## src/rtl/strobe_fifo_pkg.sv

```systemverilog
package strobe_fifo_pkg;

    // Operation applied to the pointers in one clock cycle.
    typedef enum logic [2:0] {
        OP_IDLE,
        OP_PUSH,
        OP_POP,
        OP_SWAP,
        OP_REWIND
    } fifo_op_e;

    function automatic fifo_op_e pick_op(logic push_ok, logic pop_ok, logic rewind_ok);
        fifo_op_e op;
        if (rewind_ok)                op = OP_REWIND;
        else if (push_ok && pop_ok)   op = OP_SWAP;
        else if (push_ok)             op = OP_PUSH;
        else if (pop_ok)              op = OP_POP;
        else                          op = OP_IDLE;
        return op;
    endfunction

endpackage

```

## src/rtl/strobe_fifo_ram.sv

```systemverilog
module strobe_fifo_ram #(
    parameter int DEPTH = 16,
    parameter int WIDTH = 9,
    localparam int AW = $clog2(DEPTH)
) (
    input  logic             clk,
    input  logic             wr_en,
    input  logic [AW-1:0]    wr_addr,
    input  logic [WIDTH-1:0] wr_word,
    input  logic [AW-1:0]    rd_addr,
    output logic [WIDTH-1:0] rd_word
);

    logic [WIDTH-1:0] cells_q [DEPTH];

    always_ff @(posedge clk) begin
        if (wr_en) begin
            cells_q[wr_addr] <= wr_word;
        end
    end

    assign rd_word = cells_q[rd_addr];

endmodule

```

## src/rtl/strobe_fifo_ctrl.sv

```systemverilog
module strobe_fifo_ctrl
    import strobe_fifo_pkg::*;
#(
    parameter int DEPTH = 16,
    localparam int AW = $clog2(DEPTH),
    localparam int CW = AW + 1
) (
    input  logic          clk,
    input  logic          rst_n,
    input  logic          wr_stb,
    input  logic          rd_stb,
    input  logic          rt_stb,
    output logic          wr_en,
    output logic          rd_en,
    output logic [AW-1:0] wr_addr,
    output logic [AW-1:0] rd_addr,
    output logic          empty_n,
    output logic          full_n,
    output logic          half_n
);

    localparam logic [CW-1:0] CNT_FULL = CW'(DEPTH);
    localparam logic [CW-1:0] CNT_HALF = CW'(DEPTH / 2);

    typedef struct packed {
        logic [AW-1:0] wp;
        logic [AW-1:0] rp;
        logic [CW-1:0] cnt;
        logic          empty_n;
        logic          full_n;
        logic          half_n;
    } ctl_t;

    ctl_t     st_q, st_d;
    fifo_op_e op;

    always_comb begin
        op   = pick_op(wr_stb & st_q.full_n,
                       rd_stb & st_q.empty_n,
                       rt_stb & ~wr_stb & ~rd_stb);
        st_d = st_q;
        unique case (op)
            OP_PUSH: begin
                st_d.wp  = st_q.wp + 1'b1;
                st_d.cnt = st_q.cnt + 1'b1;
                if (st_d.cnt > CNT_HALF) st_d.half_n = 1'b0;
            end
            OP_POP: begin
                st_d.rp  = st_q.rp + 1'b1;
                st_d.cnt = st_q.cnt - 1'b1;
                if (st_d.cnt <= CNT_HALF) st_d.half_n = 1'b1;
            end
            OP_SWAP: begin
                st_d.wp = st_q.wp + 1'b1;
                st_d.rp = st_q.rp + 1'b1;
            end
            OP_REWIND: begin
                st_d.rp     = '0;
                st_d.cnt    = {1'b0, st_q.wp};
                st_d.half_n = ~(st_d.cnt > CNT_HALF);
            end
            default: ;
        endcase
        st_d.empty_n = (st_d.cnt != '0);
        st_d.full_n  = (st_d.cnt != CNT_FULL);
    end

    always_ff @(posedge clk or negedge rst_n) begin
        if (!rst_n) begin
            st_q <= '{wp: '0, rp: '0, cnt: '0, empty_n: 1'b0, full_n: 1'b1, half_n: 1'b1};
        end else begin
            st_q <= st_d;
        end
    end

    assign wr_en   = (op == OP_PUSH) || (op == OP_SWAP);
    assign rd_en   = (op == OP_POP)  || (op == OP_SWAP);
    assign wr_addr = st_q.wp;
    assign rd_addr = st_q.rp;
    assign empty_n = st_q.empty_n;
    assign full_n  = st_q.full_n;
    assign half_n  = st_q.half_n;

    assert_no_overflow_R3: assert property (@(posedge clk) disable iff (!rst_n)
        (!full_n && wr_stb && !rd_stb) |=> $stable(wr_addr));

    assert_no_underflow_R4: assert property (@(posedge clk) disable iff (!rst_n)
        (!empty_n && rd_stb) |=> $stable(rd_addr));

    assert_flags_exclusive_R5: assert property (@(posedge clk) disable iff (!rst_n)
        !(!empty_n && !full_n));

    assert_half_held_R6: assert property (@(posedge clk) disable iff (!rst_n)
        (!half_n && !rd_stb && !rt_stb) |=> !half_n);

    assert_rewind_rd_zero_R7: assert property (@(posedge clk) disable iff (!rst_n)
        (rt_stb && !wr_stb && !rd_stb) |=> (rd_addr == '0));

    assert_rewind_wr_kept_R7: assert property (@(posedge clk) disable iff (!rst_n)
        (rt_stb && !wr_stb && !rd_stb) |=> $stable(wr_addr));

endmodule

```

## src/rtl/strobe_fifo_out.sv

```systemverilog
module strobe_fifo_out #(
    parameter int WIDTH = 9
) (
    input  logic             clk,
    input  logic             rst_n,
    input  logic             rd_en,
    input  logic [WIDTH-1:0] rd_word,
    output logic [WIDTH-1:0] rd_data,
    output logic             rd_oe
);

    typedef struct packed {
        logic             oe;
        logic [WIDTH-1:0] data;
    } out_t;

    out_t o_q, o_d;

    always_comb begin
        o_d.oe   = rd_en;
        o_d.data = rd_en ? rd_word : '0;
    end

    always_ff @(posedge clk or negedge rst_n) begin
        if (!rst_n) o_q <= '0;
        else        o_q <= o_d;
    end

    assign rd_oe   = o_q.oe;
    assign rd_data = o_q.data;

endmodule

```

## src/rtl/strobe_fifo.sv

```systemverilog
module strobe_fifo #(
    parameter int DEPTH = 16,
    parameter int WIDTH = 9,
    localparam int AW = $clog2(DEPTH)
) (
    input  logic             clk,
    input  logic             rst_n,
    input  logic             wr_stb,
    input  logic [WIDTH-1:0] wr_data,
    input  logic             rd_stb,
    input  logic             rt_stb,
    output logic [WIDTH-1:0] rd_data,
    output logic             rd_oe,
    output logic             empty_n,
    output logic             full_n,
    output logic             half_n
);

    logic             wr_en, rd_en;
    logic [AW-1:0]    wr_addr, rd_addr;
    logic [WIDTH-1:0] rd_word;

    strobe_fifo_ctrl #(.DEPTH(DEPTH)) u_ctrl (
        .clk     (clk),
        .rst_n   (rst_n),
        .wr_stb  (wr_stb),
        .rd_stb  (rd_stb),
        .rt_stb  (rt_stb),
        .wr_en   (wr_en),
        .rd_en   (rd_en),
        .wr_addr (wr_addr),
        .rd_addr (rd_addr),
        .empty_n (empty_n),
        .full_n  (full_n),
        .half_n  (half_n)
    );

    strobe_fifo_ram #(.DEPTH(DEPTH), .WIDTH(WIDTH)) u_ram (
        .clk     (clk),
        .wr_en   (wr_en),
        .wr_addr (wr_addr),
        .wr_word (wr_data),
        .rd_addr (rd_addr),
        .rd_word (rd_word)
    );

    strobe_fifo_out #(.WIDTH(WIDTH)) u_out (
        .clk     (clk),
        .rst_n   (rst_n),
        .rd_en   (rd_en),
        .rd_word (rd_word),
        .rd_data (rd_data),
        .rd_oe   (rd_oe)
    );

    assert_oe_follows_read_R9: assert property (@(posedge clk) disable iff (!rst_n)
        rd_oe |-> $past(rd_stb));

    assert_oe_needs_stock_R9: assert property (@(posedge clk) disable iff (!rst_n)
        (rd_stb && !empty_n) |=> !rd_oe);

endmodule

```

## config.mk

```make
export PLATFORM = sky130hd
export DESIGN_NAME = strobe_fifo
export DESIGN_NICKNAME = d
export VERILOG_FILES = /design/src/rtl/strobe_fifo_pkg.sv /design/src/rtl/strobe_fifo_ram.sv /design/src/rtl/strobe_fifo_ctrl.sv /design/src/rtl/strobe_fifo_out.sv /design/src/rtl/strobe_fifo.sv
export SDC_FILE = /design/constraint.sdc
export NUM_CORES = 1
export LEC_CHECK = 0
export ABC_AREA = 1
export BUFFER_PORTS_ARGS = -buffer_cell sky130_fd_sc_hd__buf_2
export CAP_MARGIN = 20
export CORE_MARGIN = 5
export CORE_UTILIZATION = 25
export DETAILED_ROUTE_END_ITERATION = 8
export PLACE_DENSITY = 0.39
export SYNTH_ARGS = -nofsm -noshare
export SYNTH_HDL_FRONTEND = slang
export SYNTH_HIERARCHICAL = 1
export SYNTH_SLANG_ARGS = --single-unit
```

## constraint.sdc

```tcl
create_clock -name clk -period 3.1 [get_ports clk]
set_input_delay 0.465 -clock clk [delete_from_list [all_inputs] [get_ports clk]]
set_output_delay 0.465 -clock clk [all_outputs]
set_load 0.02 [all_outputs]
```

* Word level (Yosys, flattened, before mapping) *
Memory sizes are Yosys's and may differ from the RTL's.
Cells that the tools add are included.

word-level totals
  register bits after elaboration = 26
  RAM bits = 144
  input port bits = 14
  output and inout bits = 13
  logic and storage cells = 51
  memories kept = 1

memories
  memory         depth  bits a word  rd ports  clocked after memory_dff  wr ports  RTL line               text
  u_ram.cells_q  16     9            1         0                         1         strobe_fifo_ram.sv:14  logic [WIDTH-1:0] cells_q [DEPTH];

operators by class
  add/subtract/negate cells = 4
  $lt $le $gt $ge = 3
  equal/unequal tests = 7
  muxes and demuxes = 12
  bitwise operators = 7
  reduce and logical (&&, ||, !) cells = 9

operator list
  cell                                                           number
  one-hot mux 5 bit (3 select lines)                             1
  two-way mux 3 bit                                              3
  two-way mux 9 bit                                              1
  adder 4 x 1 -> 4 bit, second input constant                    2
  one-hot mux 4 bit (2 select lines)                             1
  equality test 3 x 2 -> 1 bit, second input constant            2
  adder 5 x 1 -> 5 bit, second input constant                    1
  greater-than comparator 5 x 4 -> 1 bit, second input constant  1
  <= comparator 5 x 4 -> 1 bit, second input constant            1
  inequality test 5 bit, second input constant                   1
  nonzero test 5 bit                                             1
  subtractor 5 x 1 -> 5 bit, second input constant               1
  AND 1 bit                                                      4
  greater-than comparator 4 bit, second input constant           1
  two-way mux 1 bit                                              4
  inequality test 2 x 1 -> 1 bit, second input constant          2
  OR reduction 2 bit                                             2
  equality test 3 x 1 -> 1 bit, second input constant            1
  equality test 3 bit, second input constant                     1
  NOT 1 bit                                                      3
  one-hot mux 1 bit (3 select lines)                             1
  AND reduction 3 bit                                            1
  nonzero test 3 bit                                             1
  logical OR 1 bit                                               2
  3 further kinds                                                3

* Logic depth before layout (Yosys ltp) *
Gate-level depths: netlist of the first run.

  depth in word-level cells = 9
  depth in mapped cells = 12
  mapped depth without buffers = 10

* Modules after synthesis *
The synthesis of the first run kept the hierarchy.

by module, submodules not included
  module            times used  cells each  area each (sq um)  sequential area each (sq um)
  strobe_fifo_ram   1           606         6322.3             4324.1
  strobe_fifo_ctrl  1           143         1183.6             402.9
  strobe_fifo_out   1           29          329.1              250.2

* Worst setup path after synthesis of the first run *
OpenSTA, ideal clock, no wires.

  path kind = flip-flop to flip-flop
  from = register u_ctrl.st_q (netlist bit u_ctrl/full_n)
  to = memory u_ram.cells_q[10][0] (enable)
  setup time = 0.374 ns
  arrival time = 1.364 ns
  required time = 2.726 ns
  path slack = 1.362 ns
  cell stages (with the launch flop) = 5
  path buffers = 0
  period minus slack after synthesis = 1.738 ns
  cells stage by stage = dfstp_2 -> nand2_4 -> inv_6 -> nand3b_1 -> nor2_1

on the way
  cells in the longest elaborated chain, start to end = 8
  elaborated cells on any way between the ends = 10
  classes of those cells = eq/ne (2); mux (5); bitwise (1); reduce/logical (2)

RTL lines
  what                                                                                 RTL line                                      text
  start: declaration                                                                   strobe_fifo_ctrl.sv:34                        ctl_t st_q, st_d;
  start signal: assignment                                                             strobe_fifo_ctrl.sv:70                        st_q <= '{wp: '0, rp: '0, cnt: '0, empty_n: 1'b0, full_n: 1'b1, half_n: 1'b1};
  start signal: assignment                                                             strobe_fifo_ctrl.sv:72                        st_q <= st_d;
  AND 1 bit (*)                                                                        strobe_fifo_ctrl.sv:38                        op = pick_op(wr_stb & st_q.full_n,
  two-way mux 3 bit / logical AND 1 bit (equally long branches)                        strobe_fifo_pkg.sv:16, strobe_fifo_pkg.sv:15
  two-way mux 3 bit (*)                                                                strobe_fifo_pkg.sv:15                         else if (push_ok && pop_ok) op = OP_SWAP;
  two-way mux 3 bit (*)                                                                strobe_fifo_pkg.sv:14                         if (rewind_ok) op = OP_REWIND;
  equality test 3 x 1 -> 1 bit / equality test 3 x 2 -> 1 bit (equally long branches)  strobe_fifo_ctrl.sv:76                        assign wr_en = (op == OP_PUSH) || (op == OP_SWAP);
  logical OR 1 bit (*)                                                                 strobe_fifo_ctrl.sv:76
  via wr_en                                                                            strobe_fifo.sv:19                             logic wr_en, rd_en;
  two-way mux 1 bit (*)                                                                strobe_fifo_ram.sv:17                         if (wr_en) begin
  two-way mux 1 bit (implied by the code) (*)                                          strobe_fifo_ram.sv:18                         cells_q[wr_addr] <= wr_word;
  end: declaration                                                                     strobe_fifo_ram.sv:14

The timed path passes the listed nets; every way through them passes the cells marked *.

* Final worst setup path of the first run *
  from = register u_ctrl.st_q (netlist bit u_ctrl/full_n)
  to = memory u_ram.cells_q[15][6] (enable)

Same word-level chain as after synthesis.

==> results.yml, run 1 <==
logic_synthesis:
  synth_top_family_by_area: "simple AND/OR/NAND/NOR gates"
  synth_cell_types: 32
  seq_area_frac_synth_pct: 63.5
  yosys.area_share.simple_pct: 23.1
  synthMostInstantiatedCell: "nand2_1"
  synth_compound_area_share_pct: 0.846
  syn_avg_cell_area_um2: 10.1
  ys_seq_elements: 170
  synth_area_mm2: 0.00784
  yosys.area.top_type: "edfxtp_1"
  synthMuxAreaShare_pct: 0
  synth_nets: 799
  ys_top_cells_by_area: "edfxtp_1, nand2_1, dfrtp_1"
  synth_xor_area_share_pct: 0.447
  synthAdderAreaFrac_pct: 1.12
  ys_top_cells_by_count: "nand2_1, edfxtp_1, inv_1, nand3_1, dfrtp_1"
  synthFlopType: "edfxtp_1"
  synth.top_cell.area_share_pct: 55.2
  async_flop_share_pct: 15.3
  synthCells: 778
  synth-edff-count: 144
  synth_warnings: 6
floorplan:
  placementRows: 64
  io_pins: 27
  core_mm2: 0.0307
  die_w_um: 187
  start_util_pct: 25.5
  dieArea_mm2: 0.0350
  die_h_um: 187
finish:
  design_area_mm2: 0.00882
  drive_above_1_share_pct: 11.3
  area_growth_pct: 12.6
  fill_cells: 3302
  register_area_mm2: 0.00498
  multi_input_area_mm2: 0.00200
  antenna_cells: 0
  final_nets: 810
  fin_cells: 1198
min_path:
  min_path_type: "input port to async pin"
grt:
  grt_pass1_vias: 5374
  grt_first_pass_wirelength_um: 33100
  grt_max_degree: 73
  globalRouteOverflowTotal: 0
  grt_antenna_before_repair: 0
  grtUsageTotal_pct: 12.6
setup_path:
  path_max_fanout: 10
  cp_slowest_cell: "nor2_1"
  critPathMaxStageDelay_ns: 0.71
  reg2reg_from: "u_ctrl/full_n"
  crit_path_start: "u_ctrl/full_n"
  required_ns: 3.16
  cp_data_arrival_time_ns: 2.07
  path_class: "flip-flop to flip-flop"
  crit_family: "simple AND/OR/NAND/NOR gates"
  worstSetupStartpointType: "flip-flop"
  worst-path-buf-inv: 1
  crit_chain: "nand2_4, inv_6, nand3_1, nor2_1"
  crit_path_end_kind: "flip-flop"
timing:
  worstMarginPinSlew_ns: 0.873
  fin_crit_sh_pct: 64.9
  clock_skew_ns: 0.0119
  rsz0062_at_grt: "false"
  finalSetupViolations: 0
  finalCriticalPeriod_ns: 2.01
  hold_viol_final: 0
  relSlewSlack_pct: 41.6
  slew_violations: 0
  setup-tns-final_ns: 0
  max_freq_ghz: 0.497
place:
  dp_hpwl_um: 13600
  place_inst: 1166
  placed_area_mm2: 0.00819
  gp_congestion: 0.757
  io_buffer_count: 26
clock_network:
  cts_setup_buffers: 0
  h-tree-depth: 4
  cts_buffer_depth: 2
  cts_made_buffers: 17
  clk_pin_slew_ns: 0.07
  ctsResizeCount: 0
  root_buffer: "clkbuf_16"
  cts_sinks: 170
  clock_latency_ns: 0.43
  cts_tree: "built"
  ctsHoldBuffers: 0
detailed_routing:
  viasPerCell: 4.27
  dr.pass1.iters: 5
  drc: 0
  wire_per_inst_um: 17.9
  vias: 5118
  ant_nets: 0
  routed_wl_um: 21500
  drt_iter0_markers: 333
power_and_ir_drop:
  leakage_nw: 3.84
  vdd_ir_drop_max_uv: 256
  power.density_mw_per_mm2: 932
status:
  status: "completed"
job:
  drv_cap: 0
==> worst paths after layout <==
check | endpoint | slack, ns | depth (start not counted)
max | u_ram/cells_q[15][6] | 1.09 | 4
min | u_out/rd_data[3] | 0.05 | 1
max reg2reg | u_ram/cells_q[15][6] | 1.09 | 4
min reg2reg | u_ctrl/half_n | 0.46 | 2
max in group asynchronous | u_ctrl/rd_addr[0] | 2.61 | 1
min in group clk | u_ctrl/wr_addr[0] | 0.39 | 3
==> kinds of logic after synthesis <==
family,Yosys count
buf+inv,180
flops,170
simple gates,405
fa+ha+maj,7
xor+xnor,4
compound gates,12
==> layout by cell type, fill, tap and decap left out, types with 4 or more instances in the layout <==
cell and count:
nand3_1 120, dfrtp_1 23, nand4_1 11, nand2_4 4
bufinv_16 4, buf_4 4, buf_2 26, nor2_2 6
clkbuf_16 17, inv_1 134, a21oi_1 4, inv_6 5
ha_1 7, edfxtp_1 144, o21ai_0 5, nand2_1 232
nor2_1 21
==> routing by layer <==
metal | global-route usage, % | routed length [µm] | vias to the layer above
met5 | 0 | 0 | -
met4 | 3.73 | 361 | 0
met3 | 2.02 | 651 | 22
met2 | 21.7 | 10700 | 106
met1 | 16.4 | 9740 | 2477
li1 | - | - | 2513
==> cell type report <==
type | count | area share [%]
sequential | 170 | 56.4
tap | 396 | 5.62
clock inverter | 15 | 2.40
clock buffer | 17 | 4.82
timing repair buffer | 30 | 1.82
multi-input combinational | 428 | 22.7
inverter | 142 | 6.24
==> registers in the layout, summed over array words and instances (netlist names) <==
register and flops:
u_ctrl/empty_n 1, u_ctrl/full_n 1, u_ctrl/half_n 1, u_ctrl/rd_addr 4, u_ctrl/st_q 5, u_ctrl/wr_addr 4, u_out/rd_data 9, u_out/rd_oe 1
u_ram/cells_q 144
==> worst register-to-register path, stage by stage (launching register included) <==
cell	delay, ns
dfstp_2	0.55
nand2_4	0.09
inv_6	0.14
nand3_1	0.16
nor2_1	0.71
==> power breakdown <==
group	internal [mW]	switching, mW
clock	1.37	0.956
sequential	2.83	0.301
combinational	0.772	2.00
total	4.97	3.26
==> per-stage QoR <==
stage	setup WS [ns]	util (%)	hold WS, ns	power (mW)
global placement	1.06	26.6	0.450	6.03
global route	0.931	28.7	0.0860	8.77
detailed placement	1.02	26.6	0.452	6.00
finish	1.09	28.7	0.0493	8.23
CTS	1.06	28.7	0.0645	8.35
floorplan	1.36	-	0.169	5.21
Power figures use the tool's default switching activity.
==> run 2, diff against run 1 <==
--- a/config.mk
+++ b/config.mk
@@ -11,7 +11,7 @@
 export CORE_MARGIN = 5
 export CORE_UTILIZATION = 25
 export DETAILED_ROUTE_END_ITERATION = 8
-export PLACE_DENSITY = 0.39
+export PLACE_DENSITY = 0.4
 export SYNTH_ARGS = -nofsm -noshare
 export SYNTH_HDL_FRONTEND = slang
 export SYNTH_HIERARCHICAL = 1
==> constraint.sdc (replaced) <==
create_clock -name clk -period 1.8 [get_ports clk]
set_input_delay 0.27 -clock clk [delete_from_list [all_inputs] [get_ports clk]]
set_output_delay 0.27 -clock clk [all_outputs]
set_load 0.02 [all_outputs]
==> results.yml, run 2 (same netlist as run 1, synthesis figures left out) <==
status:
  status: "completed"
setup_path:
  crit_path_end_kind: "flip-flop"
  path_class: "flip-flop to flip-flop"
  rrSetupSlack_ns: 0.18
  cp_data_arrival_time_ns: 1.98
  r2r_end: "u_out/rd_data[3]"
  required_ns: 2.17
  crit_path_start: "u_ctrl/rd_addr[0]"
  reg2reg_from: "u_ctrl/rd_addr[0]"
  r2r_cells: 9
  worstSetupStartpointType: "flip-flop"
  endpoint: "u_out/rd_data[3]"
  path_max_fanout: 48
grt:
  grt_pass1_vias: 5321
  globalRouteOverflowTotal: 0
  grt_first_pass_wirelength_um: 32800
  grtUsageTotal_pct: 12.4
  grt_max_degree: 49
  grt_antenna_before_repair: 0
power_and_ir_drop:
  intPower_mw: 8.86
  finalPower_mw: 14.4
  comb_power_share_pct: 35.9
  p_clk_share_pct: 27.6
  switching_share_pct: 38.4
  p_sw_mw: 5.52
  leakage_nw: 4.02
  power.density_mw_per_mm2: 1580
  vdd_ir_drop_max_uv: 559
  seq_power_share_pct: 36.5
timing:
  finalSetupViolations: 0
  fin_crit_sh_pct: 89.7
  slew_violations: 0
  setup-tns-final_ns: 0
  clock_skew_ns: 0.0109
  finalCriticalPeriod_ns: 1.62
  rsz0062_at_grt: "false"
  max_freq_ghz: 0.619
  worstMarginPinSlew_ns: 0.691
  hold_viol_final: 0
  relSlewSlack_pct: 53.9
finish:
  fill_cells: 3287
  register_area_mm2: 0.00498
  final_common_cell: "nand2_1"
  multi_input_area_mm2: 0.00200
  antenna_cells: 0
  area_growth_pct: 16.2
  largest_reg_flops: 144
  largest_register: "u_ram/cells_q"
  drive_above_1_share_pct: 14.5
  final_nets: 841
  fin_cells: 1229
  layout_common_cells: "nand2_1, edfxtp_1, inv_1"
min_path:
  min_path_type: "input port to flip-flop"
  hold_path_depth: 3
floorplan:
  core_mm2: 0.0307
  io_pins: 27
  die_w_um: 187
  start_util_pct: 25.5
  die_h_um: 187
  placementRows: 64
  dieArea_mm2: 0.0350
detailed_routing:
  drt_iter0_markers: 316
  viasPerCell: 4.23
  drc: 0
  routed-wl-met3_um: 784
  routed-wl-met2_um: 10400
  routed_wl_um: 21000
  ant_nets: 0
  wl_met1_um: 9580
  vias: 5202
  highest_layer: "met4"
  dr.pass1.iters: 4
  wire_per_inst_um: 17.1
clock_network:
  clk_pin_slew_ns: 0.07
  root_buffer: "clkbuf_16"
  cts_buffer_depth: 2
  h-tree-depth: 4
  cts_sinks: 170
  clock_latency_ns: 0.43
  cts_tree: "built"
  cts_made_buffers: 17
  cts_setup_buffers: 0
place:
  dp_hpwl_um: 13900
  io_buffer_count: 26
  place_inst: 1196
  gp_congestion: 0.769
job:
  drv_cap: 0
[run 2: cell count changes in the layout (fill, tap and decap cells not counted)]
cell,before,now
buf_4,4,30
clkinv_4,2,3
inv_6,5,6
clkinvlp_4,1,0
buf_12,0,4
dlygate4sd3_1,0,1
inv_8,3,2
[run 2: per-stage QoR]
step | hold slack, ns | utilization [%] | cell area, µm² | setup WS (ns)
2_1_floorplan | -0.0256 | - | 7840 | 0.0616
3_3_place_gp | 0.382 | 27.5 | 8460 | 0.190
3_5_place_dp | 0.377 | 27.5 | 8460 | 0.187
4_1_cts | 0.185 | 29.6 | 9110 | 0.166
5_1_grt | 0.187 | 29.6 | 9110 | 0.0621
6_report | 0.209 | 29.6 | 9110 | 0.185
[run 2: worst min-delay path by stage]
stage	startpoint	to	slack [ns]
final	wr_stb	u_ctrl/wr_addr[0]	0.21
after global routing	wr_stb	u_ctrl/wr_addr[0]	0.19
after CTS	wr_stb	u_ctrl/wr_addr[0]	0.18
after detailed placement	rst_n	u_out/rd_data[7]	0.38
after global placement	rst_n	u_out/rd_data[7]	0.38
after floorplan	rst_n	u_ctrl/empty_n	-0.03
[run 2: power by group through the flow]
stage / sequential, mW / clock (mW) / combinational, mW
after CTS: 5.25 / 4.09 / 5.25
after detailed placement: 5.33 / 0 / 5.24
final: 5.24 / 3.97 / 5.16
after global routing: 5.31 / 4.27 / 5.81
after floorplan: 5.29 / 0 / 3.67
after global placement: 5.35 / 0 / 5.26
[run 2: timing repair]
item	4_1_cts	5_1_grt
hold buffers	1	0
resized for setup	0	0
endpoints found under the hold margin	24	0
[run 2: critical path: stages, from the launching register on]
cell	delay, ns
dfrtp_2	0.46
buf_12	0.27
nand2_1	0.08
nand2_1	0.08
nand2_1	0.05
nand3_1	0.13
nand3_1	0.22
nand2_1	0.13
nand2_1	0.07
inv_1	0.06
[run 2: layout make-up]
class,instances,area share (%)
Sequential cell,170,54.7
Multi-Input combinational cell,428,22.0
Inverter,142,6.05
Tap cell,396,5.44
Timing Repair Buffer,61,4.89
Clock buffer,17,4.67
Clock inverter,15,2.31
[run 2: routing by layer]
metal	track usage (%)	vias up
li1	-	2578
met1	16.0	2520
met2	21.2	90
met3	2.72	14
met4	3.19	0
met5	0	-
